## src/rtl/mont_sys_pkg.sv

```systemverilog
package mont_sys_pkg;
  parameter int unsigned DW    = 4;
  parameter int unsigned NCELL = 8;

  localparam int unsigned OPW = DW * NCELL;
  localparam int unsigned CW  = DW + 1;
  localparam int unsigned PW  = 2 * DW;
  localparam int unsigned SW  = 2 * DW + 2;
  localparam int unsigned PSW = (NCELL > 1) ? $clog2(NCELL) : 1;

  typedef logic [DW-1:0] dig_t;
  typedef logic [CW-1:0] cry_t;

  // work token that climbs the chain, one iteration per token
  typedef struct packed {
    logic vld;
    logic fst;
    logic lst;
    dig_t a;
    dig_t q;
  } tok_t;
endpackage

```

## src/rtl/mont_sys_seq.sv

```systemverilog
module mont_sys_seq
  import mont_sys_pkg::*;
(
  input  logic clk_i,
  input  logic rst_ni,
  input  logic a_vld_i,
  input  dig_t a_dig_i,
  output tok_t tok_o,
  output logic acc_o
);
  logic             hold_q, hold_d;
  logic [PSW-1:0]   cnt_q, cnt_d;
  logic             last_c;

  always_comb begin
    acc_o     = a_vld_i & ~hold_q;
    last_c    = (cnt_q == PSW'(NCELL - 1));
    hold_d    = acc_o;
    cnt_d     = cnt_q;
    if (acc_o) cnt_d = last_c ? '0 : cnt_q + 1'b1;
    tok_o.vld = acc_o;
    tok_o.fst = (cnt_q == '0);
    tok_o.lst = last_c;
    tok_o.a   = a_dig_i;
    tok_o.q   = '0;
  end

  always_ff @(posedge clk_i or negedge rst_ni) begin
    if (!rst_ni) begin
      hold_q <= 1'b0;
      cnt_q  <= '0;
    end else begin
      hold_q <= hold_d;
      if (acc_o) cnt_q <= cnt_d;
    end
  end
endmodule

```

## src/rtl/mont_sys_qcell.sv

```systemverilog
module mont_sys_qcell
  import mont_sys_pkg::*;
(
  input  logic clk_i,
  input  logic rst_ni,
  input  tok_t tok_i,
  input  dig_t rin_i,
  input  dig_t b0_i,
  input  dig_t m0_i,
  input  dig_t ninv_i,
  input  dig_t bterm_i,
  output tok_t tok_o,
  output cry_t cry_o
);
  tok_t           tok_q, tok_d;
  cry_t           cry_q, cry_d;
  dig_t           rsel_c, q_c;
  logic [PW-1:0]  qp_c;
  logic [SW-1:0]  s_c;

  always_comb begin
    rsel_c = tok_i.fst ? '0 : rin_i;
    // quotient digit: makes the low digit of the iteration sum zero
    qp_c   = PW'(rsel_c) * PW'(ninv_i) + PW'(tok_i.a) * PW'(bterm_i);
    q_c    = qp_c[DW-1:0];
    s_c    = SW'(rsel_c) + SW'(tok_i.a) * SW'(b0_i) + SW'(q_c) * SW'(m0_i);
    tok_d   = tok_i;
    tok_d.q = q_c;
    cry_d   = s_c[DW +: CW];
  end

  always_ff @(posedge clk_i or negedge rst_ni) begin
    if (!rst_ni) begin
      tok_q <= '0;
      cry_q <= '0;
    end else begin
      tok_q.vld <= tok_i.vld;
      if (tok_i.vld) begin
        tok_q <= tok_d;
        cry_q <= cry_d;
      end
    end
  end

  assign tok_o = tok_q;
  assign cry_o = cry_q;
endmodule

```

## src/rtl/mont_sys_cell.sv

```systemverilog
module mont_sys_cell
  import mont_sys_pkg::*;
#(
  parameter bit TOP = 1'b0
) (
  input  logic clk_i,
  input  logic rst_ni,
  input  tok_t tok_i,
  input  cry_t cry_i,
  input  dig_t rin_i,
  input  dig_t b_i,
  input  dig_t m_i,
  output tok_t tok_o,
  output cry_t cry_o,
  output dig_t dig_o,
  output dig_t hi_o
);
  tok_t          tok_q;
  cry_t          cry_q, cry_d;
  dig_t          dig_q, dig_d;
  dig_t          hi_q;
  dig_t          rup_c;
  logic [SW-1:0] s_c;

  always_comb begin
    rup_c = tok_i.fst ? '0 : (TOP ? hi_q : rin_i);
    s_c   = SW'(rup_c) + SW'(cry_i) + SW'(tok_i.a) * SW'(b_i) + SW'(tok_i.q) * SW'(m_i);
    dig_d = s_c[DW-1:0];
    cry_d = s_c[DW +: CW];
  end

  always_ff @(posedge clk_i or negedge rst_ni) begin
    if (!rst_ni) begin
      tok_q <= '0;
      cry_q <= '0;
      dig_q <= '0;
    end else begin
      tok_q.vld <= tok_i.vld;
      if (tok_i.vld) begin
        tok_q <= tok_i;
        cry_q <= cry_d;
        dig_q <= dig_d;
      end
    end
  end

  generate
    if (TOP) begin : g_hi
      always_ff @(posedge clk_i or negedge rst_ni) begin
        if (!rst_ni)        hi_q <= '0;
        else if (tok_i.vld) hi_q <= s_c[DW +: DW];
      end
    end else begin : g_nohi
      assign hi_q = '0;
    end
  endgenerate

  assign tok_o = tok_q;
  assign cry_o = cry_q;
  assign dig_o = dig_q;
  assign hi_o  = hi_q;
endmodule

```

## src/rtl/mont_sys_drain.sv

```systemverilog
module mont_sys_drain
  import mont_sys_pkg::*;
(
  input  logic             clk_i,
  input  logic             rst_ni,
  input  logic [NCELL-1:0] fin_i,
  input  dig_t             dig_i [NCELL],
  input  dig_t             hi_i,
  output logic             res_vld_o,
  output logic [PSW-1:0]   res_pos_o,
  output dig_t             res_dig_o,
  output logic             done_o
);
  logic tfl_q, tfl_d;

  always_comb begin
    tfl_d     = fin_i[NCELL-1];
    res_vld_o = 1'b0;
    res_pos_o = '0;
    res_dig_o = '0;
    for (int j = 1; j < NCELL; j++) begin
      if (fin_i[j]) begin
        res_vld_o = 1'b1;
        res_pos_o = PSW'(j - 1);
        res_dig_o = dig_i[j];
      end
    end
    if (tfl_q) begin
      res_vld_o = 1'b1;
      res_pos_o = PSW'(NCELL - 1);
      res_dig_o = hi_i;
    end
    done_o = tfl_q;
  end

  always_ff @(posedge clk_i or negedge rst_ni) begin
    if (!rst_ni) tfl_q <= 1'b0;
    else         tfl_q <= tfl_d;
  end
endmodule

```

## src/rtl/mont_sys_mul.sv

```systemverilog
module mont_sys_mul
  import mont_sys_pkg::*;
(
  input  logic           clk_i,
  input  logic           rst_ni,
  input  logic           cfg_ld_i,
  input  logic [OPW-1:0] cfg_b_i,
  input  logic [OPW-1:0] cfg_m_i,
  input  logic [DW-1:0]  cfg_ninv_i,
  input  logic           a_vld_i,
  input  logic [DW-1:0]  a_dig_i,
  output logic           res_vld_o,
  output logic [PSW-1:0] res_pos_o,
  output logic [DW-1:0]  res_dig_o,
  output logic           done_o
);
  logic rs_meta_q, rs_n_q;

  always_ff @(posedge clk_i or negedge rst_ni) begin
    if (!rst_ni) {rs_n_q, rs_meta_q} <= 2'b00;
    else         {rs_n_q, rs_meta_q} <= {rs_meta_q, 1'b1};
  end

  logic [OPW-1:0] b_q, m_q;
  dig_t           ninv_q, bt_q, bt_d;
  logic [PW-1:0]  btp_c;

  always_comb begin
    btp_c = PW'(cfg_b_i[DW-1:0]) * PW'(cfg_ninv_i);
    bt_d  = btp_c[DW-1:0];
  end

  always_ff @(posedge clk_i or negedge rs_n_q) begin
    if (!rs_n_q) begin
      b_q    <= '0;
      m_q    <= '0;
      ninv_q <= '0;
      bt_q   <= '0;
    end else if (cfg_ld_i) begin
      b_q    <= cfg_b_i;
      m_q    <= cfg_m_i;
      ninv_q <= cfg_ninv_i;
      bt_q   <= bt_d;
    end
  end

  tok_t             tok_in;
  logic             a_acc;
  tok_t             tok [NCELL];
  cry_t             cry [NCELL];
  dig_t             dig [NCELL];
  dig_t             hi  [NCELL];
  logic [NCELL-1:0] fin;

  mont_sys_seq u_seq (
    .clk_i   (clk_i),
    .rst_ni  (rs_n_q),
    .a_vld_i (a_vld_i),
    .a_dig_i (a_dig_i),
    .tok_o   (tok_in),
    .acc_o   (a_acc)
  );

  assign dig[0] = '0;
  assign hi[0]  = '0;

  mont_sys_qcell u_qcell (
    .clk_i   (clk_i),
    .rst_ni  (rs_n_q),
    .tok_i   (tok_in),
    .rin_i   (dig[1]),
    .b0_i    (b_q[DW-1:0]),
    .m0_i    (m_q[DW-1:0]),
    .ninv_i  (ninv_q),
    .bterm_i (bt_q),
    .tok_o   (tok[0]),
    .cry_o   (cry[0])
  );

  generate
    for (genvar j = 1; j < NCELL; j++) begin : g_cell
      if (j == NCELL - 1) begin : g_top
        mont_sys_cell #(.TOP(1'b1)) u_cell (
          .clk_i  (clk_i),
          .rst_ni (rs_n_q),
          .tok_i  (tok[j-1]),
          .cry_i  (cry[j-1]),
          .rin_i  ('0),
          .b_i    (b_q[j*DW +: DW]),
          .m_i    (m_q[j*DW +: DW]),
          .tok_o  (tok[j]),
          .cry_o  (cry[j]),
          .dig_o  (dig[j]),
          .hi_o   (hi[j])
        );
      end else begin : g_mid
        mont_sys_cell #(.TOP(1'b0)) u_cell (
          .clk_i  (clk_i),
          .rst_ni (rs_n_q),
          .tok_i  (tok[j-1]),
          .cry_i  (cry[j-1]),
          .rin_i  (dig[j+1]),
          .b_i    (b_q[j*DW +: DW]),
          .m_i    (m_q[j*DW +: DW]),
          .tok_o  (tok[j]),
          .cry_o  (cry[j]),
          .dig_o  (dig[j]),
          .hi_o   (hi[j])
        );
      end
    end
    for (genvar j = 0; j < NCELL; j++) begin : g_fin
      assign fin[j] = tok[j].vld & tok[j].lst;
    end
  endgenerate

  mont_sys_drain u_drain (
    .clk_i     (clk_i),
    .rst_ni    (rs_n_q),
    .fin_i     (fin),
    .dig_i     (dig),
    .hi_i      (hi[NCELL-1]),
    .res_vld_o (res_vld_o),
    .res_pos_o (res_pos_o),
    .res_dig_o (res_dig_o),
    .done_o    (done_o)
  );
endmodule

```

## config.mk

```make
export PLATFORM = sky130hd
export DESIGN_NAME = mont_sys_mul
export DESIGN_NICKNAME = d
export VERILOG_FILES = /design/src/rtl/mont_sys_pkg.sv /design/src/rtl/mont_sys_seq.sv /design/src/rtl/mont_sys_qcell.sv /design/src/rtl/mont_sys_cell.sv /design/src/rtl/mont_sys_drain.sv /design/src/rtl/mont_sys_mul.sv
export SDC_FILE = /design/constraint.sdc
export NUM_CORES = 1
export LEC_CHECK = 0
export BUFFER_PORTS_ARGS = -buffer_cell sky130_fd_sc_hd__buf_4
export CAP_MARGIN = 10
export CORE_AREA = 3 3 180 182
export DETAILED_ROUTE_END_ITERATION = 12
export DIE_AREA = 0 0 183 185
export PLACE_DENSITY_LB_ADDON = 0.2
export SLEW_MARGIN = 0
export SYNTH_ARGS = -nofsm -noshare
export SYNTH_HDL_FRONTEND = slang
export SYNTH_SLANG_ARGS = --single-unit
```

## constraint.sdc

```tcl
create_clock -name clk_i -period 9 [get_ports clk_i]
set_input_delay 0.45 -clock clk_i [delete_from_list [all_inputs] [get_ports clk_i]]
set_output_delay 0.45 -clock clk_i [all_outputs]
set_load 0.1 [all_outputs]
```

* Word level (Yosys, flattened, before mapping)
Cells that the tools add are included.
Storage, ports and cells: output and inout bits 9, input bits 76, RAM bits 0, memories kept 0, bits in latches 0, logic and storage cells 159, register bits 234, bits in read-only memories 0
Cells by class: div/mod/pow operators 0, multiply operators 19, reduce and logical (&&, ||, !) cells 1, eq/ne operators 1, add/subtract/negate cells 25, shift operators 0, bitwise gates (word level) 9, muxes and demuxes 40, magnitude comparators 0
Operator list (number):
- $mul 4x4->8 | 16
- $add 9x8->9 | 13
- $mux 11 | 8
- $mux 4 | 16
- $add 4x5->6 | 7
- $add 8x8->8 | 2
- $mux 3 | 5
- $mul 4x4->4 | 3
- $add 4x8->9 | 1
- $mux 1 | 9
- $and 1x1->1 | 8
- $add 4x4->4 | 1
- $mux 2 | 2
- $add 3x1->3 const B | 1
- $eq 3x3->1 const B | 1
- $logic_not 3->1 | 1
- $not 1->1 | 1

* Depth between registers and ports, before layout
depth after elaboration 9, mapped depth 32, mapped depth without buffers 31

* Hierarchy
A second synthesis with hierarchy kept.
Second synthesis, totals: cells, all modules 1972, area, all modules 21072.7 um2
By module, submodules not included:
- mont_sys_cell at g_cell[1].g_mid.u_cell ... | sequential area each 500.5 um2, area an instance 2190.9 um2, instances 4, cells each 213
- mont_sys_mul | sequential area each 1851.8 um2, area an instance 2917.8 um2, instances 1, cells each 185
- mont_sys_cell at g_cell[6].g_mid.u_cell | sequential area each 500.5 um2, area an instance 2192.1 um2, instances 1, cells each 213
- mont_sys_cell at g_cell[5].g_mid.u_cell | sequential area each 500.5 um2, area an instance 2178.3 um2, instances 1, cells each 213
- mont_sys_qcell | sequential area each 400.4 um2, area an instance 2168.3 um2, instances 1, cells each 214
- mont_sys_cell at g_cell[7].g_top.u_cell | sequential area each 500.5 um2, area an instance 2165.8 um2, instances 1, cells each 211
- mont_sys_drain | sequential area each 25.0 um2, area an instance 394.1 um2, instances 1, cells each 58
- mont_sys_seq | sequential area each 100.1 um2, area an instance 292.8 um2, instances 1, cells each 26

* Least setup slack after synthesis
OpenSTA, ideal clock, no wires.
path type reg2reg, start register u_seq.cnt_q[0], end register u_qcell.cry_q[4], in the netlist u_qcell.cry_o[4], period minus slack after synthesis 7.024 ns, stages on the path, launching flop included 32, required time 8.878 ns, path buffers 1, arrival time 6.902 ns, setup time 0.122 ns, path slack 1.976 ns, path through dfrtp_1 inv_1 ha_1 nand2b_1 clkbuf_1 and3_1 ha_1 ha_1 inv_1 fa_1 inv_1 fa_1 ha_1 xnor2_1 xnor2_1 xnor2_1 xnor2_1 xnor2_2 nor2b_1 fa_1 fa_1 fa_1 inv_1 fa_1 inv_1 ha_1 and4b_1 a31oi_1 o21ba_2 o21ai_0 mux2i_1 nand2_1
Between the ends: longest elaborated chain between the ends 6, elaborated cells between the ends (all ways) 7, classes of those cells 3 x add/sub; 2 x mul; 1 x mux; 1 x reduce/logical
Ends and longest elaborated chain:
- start: declaration | line mont_sys_seq.sv:12 | logic [PSW-1:0] cnt_q, cnt_d;
- start signal: assignment | line mont_sys_seq.sv:34 | if (acc_o) cnt_q <= cnt_d;
- $logic_not 3->1 * | line mont_sys_seq.sv:22 | tok_o.fst = (cnt_q == '0);
- $mux 4 * | line mont_sys_qcell.sv:22 | rsel_c = tok_i.fst ? '0 : rin_i;
- $mul 4x4->4 | line mont_sys_qcell.sv:24 | qp_c = PW'(rsel_c) * PW'(ninv_i) + PW'(tok_i.a) * PW'(bterm_i);
- $add 4x4->4 | line mont_sys_qcell.sv:24
- $mul 4x4->8 | line mont_sys_qcell.sv:26 | s_c = SW'(rsel_c) + SW'(tok_i.a) * SW'(b0_i) + SW'(q_c) * SW'(m0_i);
- $add 9x8->9 * | line mont_sys_qcell.sv:26
- end signal: assignment | line mont_sys_qcell.sv:40 | cry_q <= cry_d;
- end: declaration | line mont_sys_qcell.sv:16 | cry_t cry_q, cry_d;
Mark *: on every way between the ends. The rest lies on a longest branch, timed or not. A chain may end at the register's enable or synchronous reset.

* Worst setup path after layout
Ends and elaborated chain as after synthesis.

==> flow_metrics.tcl <==
set metrics [dict create \
    rows 64 \
    r2r-start "u_seq.cnt_q[0]$_DFFE_PN0P_" \
    cap_violations 0 \
    min_to "m_q[27]$_DFFE_PN0P_" \
    slew_headroom_pct 33.9 \
    ys_ff_latch 224 \
    wirelength_um 37700 \
    top_layer "met4" \
    antenna_found_initial 0 \
    critPathRequiredTime_ps 9430 \
    final_layout_size_suffix_gt1_share_pct 16.2 \
    synthArstFlopShare_pct 100 \
    wl_per_cell_um 16.5 \
    num_antenna_cells 0 \
    drc_errors 0 \
    status "finished, final reports clean" \
    clkSinkCount 224 \
    slowest_stage "fa_1" \
    dr_wl_met2_um 18700 \
    worstRegToRegCells 30 \
    clk_latency_ps 550 \
    cts_setup_buffers 0 \
    avgSynthCellArea_um2 10.8 \
    critPathLaunch "u_seq.cnt_q[0]$_DFFE_PN0P_" \
    tightestPinTransition_ps 991 \
    grt_max_degree 186 \
    grt_pass1_vias 13400 \
    coreArea_mm2 0.0307 \
    cp_max_fo 12 \
    grt_overflow 0 \
    cts.clk_slew.worst_paths_ps 60 \
    grt_pass1_wl_um 65200 \
    drt_iter0_drc 607 \
    synth_edf_count 0 \
    grt_use_total_pct 23.5 \
    slowest_delay_ps 570 \
    rrSetupSlack_ps 1410 \
    synth_flop_cell "dfrtp_1" \
    min_path_type "in2reg" \
    setup_violations 0 \
    path_common_cell "fa_1" \
    first_pass_iters 4 \
    hp-start "cfg_m_i[27]" \
    vias 12500 \
    max_freq_mhz 132 \
    gp_congestion 0.860 \
    final_antenna_net_count 0 \
    die_h_um 185 \
    fp.dieW_um 183 \
    dpl.hpwl_um 29500 \
    period_share_pct 84.4 \
    initial_utilization_pct 62.4 \
    nets 2347 \
    worst_hold_path.num_cells 2 \
    endpoint_kind "flip-flop" \
    cts_buffers 28 \
    clockRootBuffer "clkbuf_16" \
    syn_to_final_growth_pct 10.4 \
    critical_path_arrival_ps 8030 \
    syn_inst 1775 \
    cts_max_level 1 \
    cts.path.max_buffers 3 \
    hold_viol 0 \
    fin_setup_tns_ps 0 \
    syn_nets 2257 \
    yosysWarningCount 0 \
    die_area_mm2 0.0339 \
    fin_skew_ps 21.1 \
    met3WireLength_um 1090 \
    syn_area_mm2 0.0192 \
    drt-vias-per-instance 5.46 \
    cp-start-kind "flip-flop" \
    finalCriticalPeriod_ps 7590 \
    critPathKind "reg2reg" \
    cts_tree "built" \
    seq_area_frac_synth_pct 29.2 \
    wirelength_met1_um 16700 \
    grt_setup_unrepaired "false" \
    maxSlewViolCount 0 \
    port_buffers 84 \
    synth_cell_types 50 \
    r2r-end "u_qcell.cry_o[4]$_DFFE_PN0P_" \
    ios 85 \
]
==> registers in the layout, summed over array words and instances (netlist names) <==
register and cells:
u_qcell.cry_o 5, m_q 32, g_cell.g_top.u_cell.hi_o 4, bt_q 4, g_cell.g_top.u_cell.dig_o 4, u_qcell.tok_o 11
rs_n_q 1, g_cell.g_mid.u_cell.cry_o 30, g_cell.g_top.u_cell.tok_o 2, ninv_q 4, b_q 32, u_seq.cnt_q 3
g_cell.g_mid.u_cell.tok_o 66, u_drain.done_o 1, rs_meta_q 1, g_cell.g_mid.u_cell.dig_o 24
==> synth_stat cells (17+ instances only) <==
cell type	n	share of area, %
xnor2_1	50	2.3
nand2_1	153	3.0
o21ai_0	34	0.89
mux2_2	168	9.9
ha_1	208	14
and2_1	179	5.8
nor2_1	20	0.39
inv_1	281	5.5
xor2_1	17	0.78
o21a_1	17	0.67
fa_1	198	21
a21o_1	29	1.1
a21oi_1	48	1.3
nor2b_1	43	1.4
dfrtp_1	224	29
==> repair_timing <==
action | in CTS | in global routing
hold buffers | 1 | 0
hold endpoints to repair | 2 | 0
gates resized for setup | 0 | 0
==> layer usage <==
layer	GRT usage [%]	vias to the layer above
met5	0	-
met4	6.70	0
met3	2.44	70
met2	40.8	173
met1	31.7	6337
li1	-	5884
==> cell type report <==
cell class                 instances  area (µm²)
clock buffer                      38         800
clock inverter                    12         148
fill                            2324        9580
inverter                         282        1060
multi-input combinational       1243       12400
sequential                       224        5610
tap                              396         495
timing repair buffer              86         661
==> cell families after synthesis <==
kind of cell,after synthesis,synth area share (%)
buf+inv,308,6.11
compound gates,159,5.27
mux,171,10.0
simple gates,438,12.0
flops,224,29.2
other cells,1,0.0196
xor+xnor,68,3.14
fa+ha+maj,406,34.2
==> how the worst max path moves through the flow <==
stage / slack [ps] / end / cells past startpoint
finish: 1410 / u_qcell.cry_o[4]$_DFFE_PN0P_ / 30
detailed placement: 1420 / u_qcell.cry_o[4]$_DFFE_PN0P_ / 30
floorplan: 1980 / u_qcell.cry_o[4]$_DFFE_PN0P_ / 31
global route: 1010 / u_qcell.cry_o[4]$_DFFE_PN0P_ / 30
CTS: 1400 / u_qcell.cry_o[4]$_DFFE_PN0P_ / 30
global placement: 1690 / u_qcell.cry_o[4]$_DFFE_PN0P_ / 30
==> through the flow <==
step	hold slack (ps)	instance area, µm²	setup WS, ps	utilization (%)	std cells
final	127	21200	1410	68.8	2281
after global routing	114	21200	1010	68.8	2281
after CTS	104	21200	1400	68.8	2281
after detailed placement	234	20200	1420	65.7	2230
after global placement	232	20200	1690	65.7	2230
after floorplan	154	19200	1980	-	1775
==> worst max-delay path, delay by kind of cell, from the launching register on <==
family          cells  cell delay (ps)
buf+inv             5              260
mux                 1              200
flops               1              400
compound gates      3              580
fa+ha+maj          11             4170
xor+xnor            5             1000
simple gates        5              880
==> placed cells by master, fill, tap and decap left out, types with 14 or more instances in the layout <==
master and count:
a21o_1 29, a21oi_1 48, and2_1 179, buf_4 84, clkbuf_16 29, dfrtp_1 223
fa_1 198, ha_1 208, inv_1 281, mux2_2 168, nand2_1 153, nor2_1 20
nor2b_1 43, nor3_1 14, o21a_1 17, o21ai_0 34, xnor2_1 50, xor2_1 17
Power is not shown: default switching activity piles up to over one toggle a cycle in this logic, so the estimate is an artifact.
